`src/rtl/spi_regslave_pkg.sv`:
```
package spi_regslave_pkg;

    localparam int ADDR_W = 6;
    localparam int DATA_W = 8;

    typedef enum logic {
        PH_CMD  = 1'b0,
        PH_DATA = 1'b1
    } phase_e;

    typedef struct packed {
        logic              rd;
        logic              inc;
        logic [ADDR_W-1:0] addr;
    } cmd_t;

    // Address after a data byte; wrap_en applies the window ring (reads only)
    function automatic logic [ADDR_W-1:0] next_addr(
        input logic [ADDR_W-1:0] cur,
        input logic              inc,
        input logic              wrap_en,
        input logic [ADDR_W-1:0] win_lo,
        input logic [ADDR_W-1:0] win_hi
    );
        if (!inc)
            return cur;
        else if (wrap_en && cur == win_hi)
            return win_lo;
        else
            return cur + 1'b1;
    endfunction

endpackage

```
`src/rtl/spi_pin_sync.sv`:
```
module spi_pin_sync #(
    parameter int              STAGES  = 2,
    parameter int              W       = 1,
    parameter logic [W-1:0]    RST_VAL = '0
) (
    input  logic         clk,
    input  logic         rst,
    input  logic [W-1:0] d,
    output logic [W-1:0] q
);
    logic [W-1:0] chain [STAGES];

    for (genvar s = 0; s < STAGES; s++) begin : g_stage
        always_ff @(posedge clk) begin
            if (rst)
                chain[s] <= RST_VAL;
            else if (s == 0)
                chain[s] <= d;
            else
                chain[s] <= chain[(s == 0) ? 0 : s-1];
        end
    end

    assign q = chain[STAGES-1];
endmodule

```
`src/rtl/spi_rx_shift.sv`:
```
module spi_rx_shift #(
    parameter int W = 8
) (
    input  logic         clk,
    input  logic         rst,
    input  logic         active,
    input  logic         sample,
    input  logic         din,
    output logic         done,
    output logic [W-1:0] byte_o
);
    localparam int CW = $clog2(W);

    logic [CW-1:0] cnt;
    logic [W-1:0]  sh;
    logic [W-1:0]  sh_next;

    assign sh_next = {sh[W-2:0], din};

    always_ff @(posedge clk) begin
        if (rst || !active) begin
            cnt  <= '0;
            sh   <= '0;
            done <= 1'b0;
            if (rst) byte_o <= '0;
        end else begin
            done <= 1'b0;
            if (sample) begin
                sh <= sh_next;
                if (cnt == CW'(W-1)) begin
                    cnt    <= '0;
                    done   <= 1'b1;
                    byte_o <= sh_next;
                end else begin
                    cnt <= cnt + 1'b1;
                end
            end
        end
    end
endmodule

```
`src/rtl/spi_tx_shift.sv`:
```
module spi_tx_shift #(
    parameter int W = 8
) (
    input  logic         clk,
    input  logic         rst,
    input  logic         load,
    input  logic [W-1:0] ldata,
    input  logic         shift,
    output logic         dout
);
    logic [W-1:0] sh;

    always_ff @(posedge clk) begin
        if (rst) begin
            sh   <= '0;
            dout <= 1'b0;
        end else if (load) begin
            sh <= ldata;
        end else if (shift) begin
            dout <= sh[W-1];
            sh   <= {sh[W-2:0], 1'b0};
        end
    end
endmodule

```
`src/rtl/spi_regslave.sv`:
```
module spi_regslave
    import spi_regslave_pkg::*;
#(
    parameter int                SYNC_STAGES = 2,
    parameter logic [ADDR_W-1:0] WIN_LO      = 6'h28,
    parameter logic [ADDR_W-1:0] WIN_HI      = 6'h2D
) (
    input  logic              clk,
    input  logic              rst,
    input  logic              cfg_three_wire,
    input  logic              spi_cs_n,
    input  logic              spi_sclk,
    input  logic              spi_sdi,
    input  logic              spi_sdio_in,
    output logic              spi_sdo,
    output logic              spi_sdo_oe,
    output logic [ADDR_W-1:0] reg_addr,
    output logic              reg_wr,
    output logic [DATA_W-1:0] reg_wdata,
    output logic              reg_rd,
    input  logic [DATA_W-1:0] reg_rdata
);
    logic              cs_s, sclk_s, din_s, sclk_prev;
    logic              active, rise, fall;
    logic              done;
    logic [DATA_W-1:0] rx_byte;
    phase_e            phase;
    cmd_t              cmd_q;
    logic [ADDR_W-1:0] addr_q;
    logic              load_pend, wr_pend;
    logic [DATA_W-1:0] wdata_q;
    logic              rd_data_phase;

    // Mode select picks the input line before synchronization
    spi_pin_sync #(.STAGES(SYNC_STAGES), .W(2), .RST_VAL(2'b11)) u_sync_ctl (
        .clk(clk), .rst(rst),
        .d({spi_cs_n, spi_sclk}),
        .q({cs_s, sclk_s})
    );

    spi_pin_sync #(.STAGES(SYNC_STAGES), .W(1), .RST_VAL(1'b0)) u_sync_dat (
        .clk(clk), .rst(rst),
        .d(cfg_three_wire ? spi_sdio_in : spi_sdi),
        .q(din_s)
    );

    always_ff @(posedge clk) begin
        if (rst) sclk_prev <= 1'b1;
        else     sclk_prev <= sclk_s;
    end

    assign active = ~cs_s;
    assign rise   = active &  sclk_s & ~sclk_prev;
    assign fall   = active & ~sclk_s &  sclk_prev;

    spi_rx_shift #(.W(DATA_W)) u_rx (
        .clk(clk), .rst(rst),
        .active(active), .sample(rise), .din(din_s),
        .done(done), .byte_o(rx_byte)
    );

    // Transaction control: command decode, address sequencing, bus strobes
    always_ff @(posedge clk) begin
        if (rst) begin
            phase     <= PH_CMD;
            cmd_q     <= '0;
            addr_q    <= '0;
            load_pend <= 1'b0;
            wr_pend   <= 1'b0;
            wdata_q   <= '0;
        end else begin
            load_pend <= 1'b0;
            wr_pend   <= 1'b0;
            if (wr_pend)
                addr_q <= next_addr(addr_q, cmd_q.inc, 1'b0, WIN_LO, WIN_HI);
            if (!active) begin
                phase    <= PH_CMD;
                cmd_q.rd <= 1'b0;
            end else if (done) begin
                if (phase == PH_CMD) begin
                    cmd_q     <= cmd_t'(rx_byte);
                    addr_q    <= rx_byte[ADDR_W-1:0];
                    phase     <= PH_DATA;
                    load_pend <= rx_byte[DATA_W-1];
                end else if (cmd_q.rd) begin
                    addr_q    <= next_addr(addr_q, cmd_q.inc, 1'b1, WIN_LO, WIN_HI);
                    load_pend <= 1'b1;
                end else begin
                    wr_pend <= 1'b1;
                    wdata_q <= rx_byte;
                end
            end
        end
    end

    assign rd_data_phase = active && (phase == PH_DATA) && cmd_q.rd;

    spi_tx_shift #(.W(DATA_W)) u_tx (
        .clk(clk), .rst(rst),
        .load(load_pend), .ldata(reg_rdata),
        .shift(fall && rd_data_phase),
        .dout(spi_sdo)
    );

    assign spi_sdo_oe = rd_data_phase;
    assign reg_addr   = addr_q;
    assign reg_wr     = wr_pend;
    assign reg_wdata  = wdata_q;
    assign reg_rd     = load_pend;
endmodule

```
`config.mk`:
```
export PLATFORM = sky130hd
export DESIGN_NAME = spi_regslave
export DESIGN_NICKNAME = d
export VERILOG_FILES = /design/src/rtl/spi_regslave_pkg.sv /design/src/rtl/spi_pin_sync.sv /design/src/rtl/spi_rx_shift.sv /design/src/rtl/spi_tx_shift.sv /design/src/rtl/spi_regslave.sv
export SDC_FILE = /design/constraint.sdc
export NUM_CORES = 1
export LEC_CHECK = 0
export ABC_CLOCK_PERIOD_IN_PS = 1550
export BUFFER_PORTS_ARGS = -buffer_cell sky130_fd_sc_hd__buf_2
export CAP_MARGIN = 20
export CORE_MARGIN = 1.5
export CORE_UTILIZATION = 45
export CTS_BUF_LIST = sky130_fd_sc_hd__clkbuf_8
export CTS_CLUSTER_DIAMETER = 150
export DETAILED_ROUTE_END_ITERATION = 16
export PLACE_DENSITY = 0.66
export SETUP_SLACK_MARGIN = 0.4
export SLEW_MARGIN = 20
export SYNTH_ARGS = -nofsm -noshare
export SYNTH_HDL_FRONTEND = slang
export SYNTH_HIERARCHICAL = 1
export SYNTH_SLANG_ARGS = --single-unit
```
`constraint.sdc`:
```
create_clock -name clk -period 1.55 [get_ports clk]
set_input_delay 0.31 -clock clk [delete_from_list [all_inputs] [get_ports clk]]
set_output_delay 0.31 -clock clk [all_outputs]
set_load 0.005 [all_outputs]
```
Word-level counts from Yosys, hierarchy flattened

Memory sizes are Yosys's and may differ from the RTL's.
Index checks and enable logic that the tools add are counted.

Reduce and logical (&&, ||, !) cells: 16
Shift-type cells: 0
Bitwise logic cells: 16
Divide/modulo/power cells: 0
Equal/unequal tests: 4
Magnitude comparators: 0
Add/subtract/negate cells: 2
$mul: 0
Mux-type cells: 27

Operators by type and width:

| cell                | count |
|---|---|
| $mux 6              | 8 |
| $mux 8              | 6 |
| $mux 1              | 10 |
| $not 1->1           | 8 |
| $add 6x1->6 const B | 1 |
| $eq 6x6->1 const B  | 1 |
| $reduce_and 3->1    | 2 |
| $reduce_bool 2->1   | 3 |
| $ne 5x5->1 const B  | 1 |
| $and 1x1->1         | 4 |
| $mux 2              | 2 |
| $or 1x1->1          | 4 |
| $reduce_and 2->1    | 2 |
| $reduce_and 4->1    | 1 |
| $reduce_or 2->1     | 2 |
| $reduce_or 4->1     | 1 |
| $add 3x1->3 const B | 1 |
| $eq 3x3->1 const B  | 1 |
| $logic_and 1x1->1   | 3 |
| $mux 3              | 1 |
| $reduce_or 3->1     | 1 |
| $ne 2x2->1 const B  | 1 |
| $logic_or 1x1->1    | 1 |

Word-level logic and storage cells: 81
Memories kept: 2
Bits in registers: 48
Bits in latches: 0
Memory bits (read-only): 0
Output and inout port bits: 18
RAM bits: 6

Memory list:

| memory           | depth | width | read ports | clocked after memory_dff | write ports | RTL line           | source |
|---|---|---|---|---|---|---|---|
| u_sync_ctl.chain | 2     | 2     | 2          | 0                        | 2           | spi_pin_sync.sv:11 | `logic [W-1:0] chain [STAGES];` |
| u_sync_dat.chain | 2     | 1     | 2          | 0                        | 2           | spi_pin_sync.sv:11 |  |

Depth between registers and ports, before layout

Depth in word-level cells: 7
Gate-level depth with buffers: 7
Depth with buffers taken out: 7

Modules after synthesis

The synthesis kept the hierarchy.

By module, submodules not included:

| module                    | instances | cells each | area an instance (um2) |
|---|---|---|---|
| spi_regslave              | 1         | 160        | 1207.4 |
| spi_rx_shift              | 1         | 57         | 725.7 |
| spi_tx_shift              | 1         | 39         | 440.4 |
| spi_pin_sync (u_sync_ctl) | 1         | 8          | 105.1 |
| spi_pin_sync (u_sync_dat) | 1         | 4          | 52.6 |

Worst setup path before layout

No wires, ideal clock.

Path type: register -> register
Start point: memory u_sync_ctl.chain[1][1]
End point: register u_rx.byte_o[0], enable pin
Arrival time: 1358 ps
Path slack: -139 ps
Cell stages (with the launch flop): 5
Library setup time: 331 ps
Data required time: 1219 ps
Path buffers: 2
Period minus slack after synthesis: 1689 ps
Cell sequence: dfxtp_1 > clkbuf_2 > nor3b_1 > buf_4 > a31o_1

RTL lines:

| what                 | RTL line           | source |
|---|---|---|
| from (decl)          | spi_pin_sync.sv:11 |  |
| to (signal assigned) | spi_rx_shift.sv:33 | `byte_o <= sh_next;` |
| to (decl)            | spi_rx_shift.sv:10 | `output logic [W-1:0] byte_o` |

Worst setup path after layout

Start point: register phase
End point: output spi_sdo_oe

Cells in the longest elaborated chain, start to end: 2

Ends and longest elaborated chain:

| what                           | RTL line           | source |
|---|---|---|
| from (decl)                    | spi_regslave.sv:27 | `phase_e phase;` |
| from (signal assigned)         | spi_regslave.sv:65 | `phase <= PH_CMD;` |
| from (signal assigned)         | spi_regslave.sv:77 | `phase <= PH_CMD;` |
| from (signal assigned)         | spi_regslave.sv:83 | `phase <= PH_DATA;` |
| $logic_and 1x1->1 (2 in a row) | spi_regslave.sv:96 | `assign rd_data_phase = active && (phase == PH_DATA) && cmd_q.rd;` |
| to (decl)                      | spi_regslave.sv:16 | `output logic spi_sdo_oe,` |

Every way passes these cells.

==> results_dict.tcl <==
set metrics [dict create \
    vias_per_cell 5.27 \
    crit_fanout 4 \
    multi_input_area_um2 1510 \
    syn_area_per_cell_um2 9.44 \
    area_growth_pct 40.0 \
    finalHoldViolations 0 \
    die-area_um2 6080 \
    r2r_cells 6 \
    whs_path_depth 2 \
    fillers 439 \
    worstPathArrival_ns 1.15 \
    ys_types 57 \
    async_flop_share_pct 0 \
    synth_edf_count 8 \
    diodes 0 \
    synth.cell_area_um2 2530 \
    yosysSeqAreaShare_pct 45.9 \
    rsz0062_at_grt "true" \
    skew_ns 0.00473 \
    worstSetupStartpointType "flip-flop" \
    peakVddDrop_mv 0.458 \
    dieWidth_um 78 \
    nNetsFinal 361 \
    clk_pin_slew_ns 0.10 \
    outcome "completed" \
    ctsLongestPathBuffers 2 \
    placed_area_um2 2960 \
    cts.root.buffer_cell "clkbuf_8" \
    syn_nets 287 \
    setup_tns_ns 0 \
    period_needed_ns 1.46 \
    fmax_ghz 0.683 \
    setup.worst_path.class "flip-flop to primary output" \
    final_cell_mix "buf_4 (38), dfxtp_1 (33), nor2_1 (30)" \
    vias 2187 \
    hold_ws_ns 0.175 \
    ctsHoldBuffers 0 \
    final_cell_area_um2 3540 \
    die_h_um 78 \
    first_global_vias 2030 \
    io_pins 33 \
    holdCritPathClass "input port to flip-flop" \
    setup_viol 0 \
    worst_slack_ns 0.0855 \
    cts_tree "done" \
    initial_core_util_pct 46.3 \
    gp_congestion 0.827 \
    htree_levels 2 \
    dp_slack_ns 0.0136 \
    rows 27 \
    synth_flop_cell "dfxtp_1" \
    drt_drc_violations_left 0 \
    end_kind "primary output" \
    ys_seq_elements 54 \
    power_leakage_nw 1.39 \
    drive_above_1_share_pct 47.8 \
    antenna_found_initial 0 \
    core_um2 5470 \
    finalMaxSlewViolations 0 \
    synth_cells 268 \
    required_ns 1.24 \
    globalRoute.totalOverflow 0 \
    drv_cap 0 \
    drt-initial-drc-count 209 \
    slew_headroom_pct 71.9 \
    cts_buffers 5 \
    wl_per_cell_um 13.9 \
    wl_mm 5.77 \
    clk_latency_ns 0.30 \
    grtUsageTotal_pct 19.7 \
    dpl.hpwl_mm 3.79 \
    regArea_um2 1200 \
    tightest_slew_ns 0.422 \
    drtPass1Iterations 4 \
    grt_pass1_wl_mm 9.60 \
    ant_nets 0 \
    port_buffers 32 \
    finalCritPeriodShare_pct 94.5 \
    ys_warn_count 6 \
    grt_max_degree 18 \
    p_per_area_nw_per_um2 692 \
    mostFrequentLayoutCell "buf_4" \
    cts.sinks 54 \
]
==> critical path, cell delays in order (launching register included) <==
cell,delay (ns)
dfxtp_2,0.37
nand2_4,0.06
buf_4,0.13
buf_6,0.12
nor2_4,0.06
buf_2,0.11
==> synth_stat cells (all sizes together) (6+ instances only) <==
cell	n	area share, %
a211oi	6	1.8
a21oi	25	4.9
and2	9	2.3
buf	11	3.6
dfxtp	46	36
edfxtp	8	9.5
mux2	8	4.6
mux2i	16	6.3
nand2	28	4.2
nand3	6	1.4
nor2	34	5.0
nor3	7	1.4
or2	6	1.5
==> final cells by class <==
type | instances | share of cell area, %
multi-input cells | 195 | 42.5
flip-flops and latches | 54 | 33.9
repair buffers | 81 | 17.1
well taps | 72 | 2.54
clock buffers | 5 | 1.94
clock inverters | 3 | 1.24
inverters | 5 | 0.777
==> routing by layer <==
layer	up-vias	GRT usage (%)	wire length (um)	share of wire, %
li1	1091	-	-	-
met5	-	0	0	0
met1	1005	26.5	2660	46
met2	76	30.7	2660	46
met3	15	4.12	326	5.6
met4	0	7.86	131	2.3
==> sequential cells by signal, summed over array words and instances (netlist names) <==
register and cells:
reg_wr 1, u_sync_dat/chain 2, u_rx/done 1, u_tx/dout 1, cmd_q 2, reg_wdata 8
u_tx/sh 8, reg_addr 6, u_rx/byte_o 8, u_sync_ctl/chain 4, u_rx/sh 7, u_rx/cnt 3
phase 1, sclk_prev 1, reg_rd 1
==> timing repair <==
item,CTS,global route
setup endpoints to repair,62,62
cloned,0,1
resized for setup,44,22
pin swaps,20,14
hold endpoints to repair,0,0
setup buffers,26,4
==> stage by stage <==
stage | std cells | util (%) | power, mW
floorplan | 268 | - | 1.51
global placement | 376 | 54.0 | 1.55
detailed placement | 376 | 54.0 | 1.55
CTS | 410 | 62.5 | 2.47
global route | 415 | 64.7 | 2.55
finish | 415 | 64.7 | 2.45
==> cell families (layout without fill, tap and decap cells) <==
family          after synthesis  count (layout)  share of synthesized area (%)
compound gates               51              51                           13.0
xor+xnor                      4               4                           1.38
fa+ha+maj                     4               4                           1.98
buf+inv                      20              94                           5.34
flops                        54              54                           45.9
mux                          24              24                           10.9
simple gates                111             112                           21.6
==> power by group <==
| group | total, mW | switching (mW) | leakage, nW | internal [mW] |
|---|---|---|---|---|
| Combinational | 0.0757 | 0.0388 | 0.866 | 0.0369 |
| Sequential | 1.43 | 0.0141 | 0.462 | 1.42 |
| Clock | 0.941 | 0.457 | 0.0585 | 0.484 |
| Total | 2.45 | 0.510 | 1.39 | 1.94 |
==> path summary, 6_finish.rpt <==
path / slack [ns] / startpoint / to
worst max register to register: 0.10 / reg_addr[1] / reg_addr[1]
worst max-delay path: 0.09 / phase / spi_sdo_oe
worst min-delay path: 0.18 / spi_sclk / u_sync_ctl/chain[0][0]
worst min register to register: 0.41 / u_sync_ctl/chain[0][1] / u_sync_ctl/chain[1][1]
Note: power is estimated with default switching activity, not from simulation.
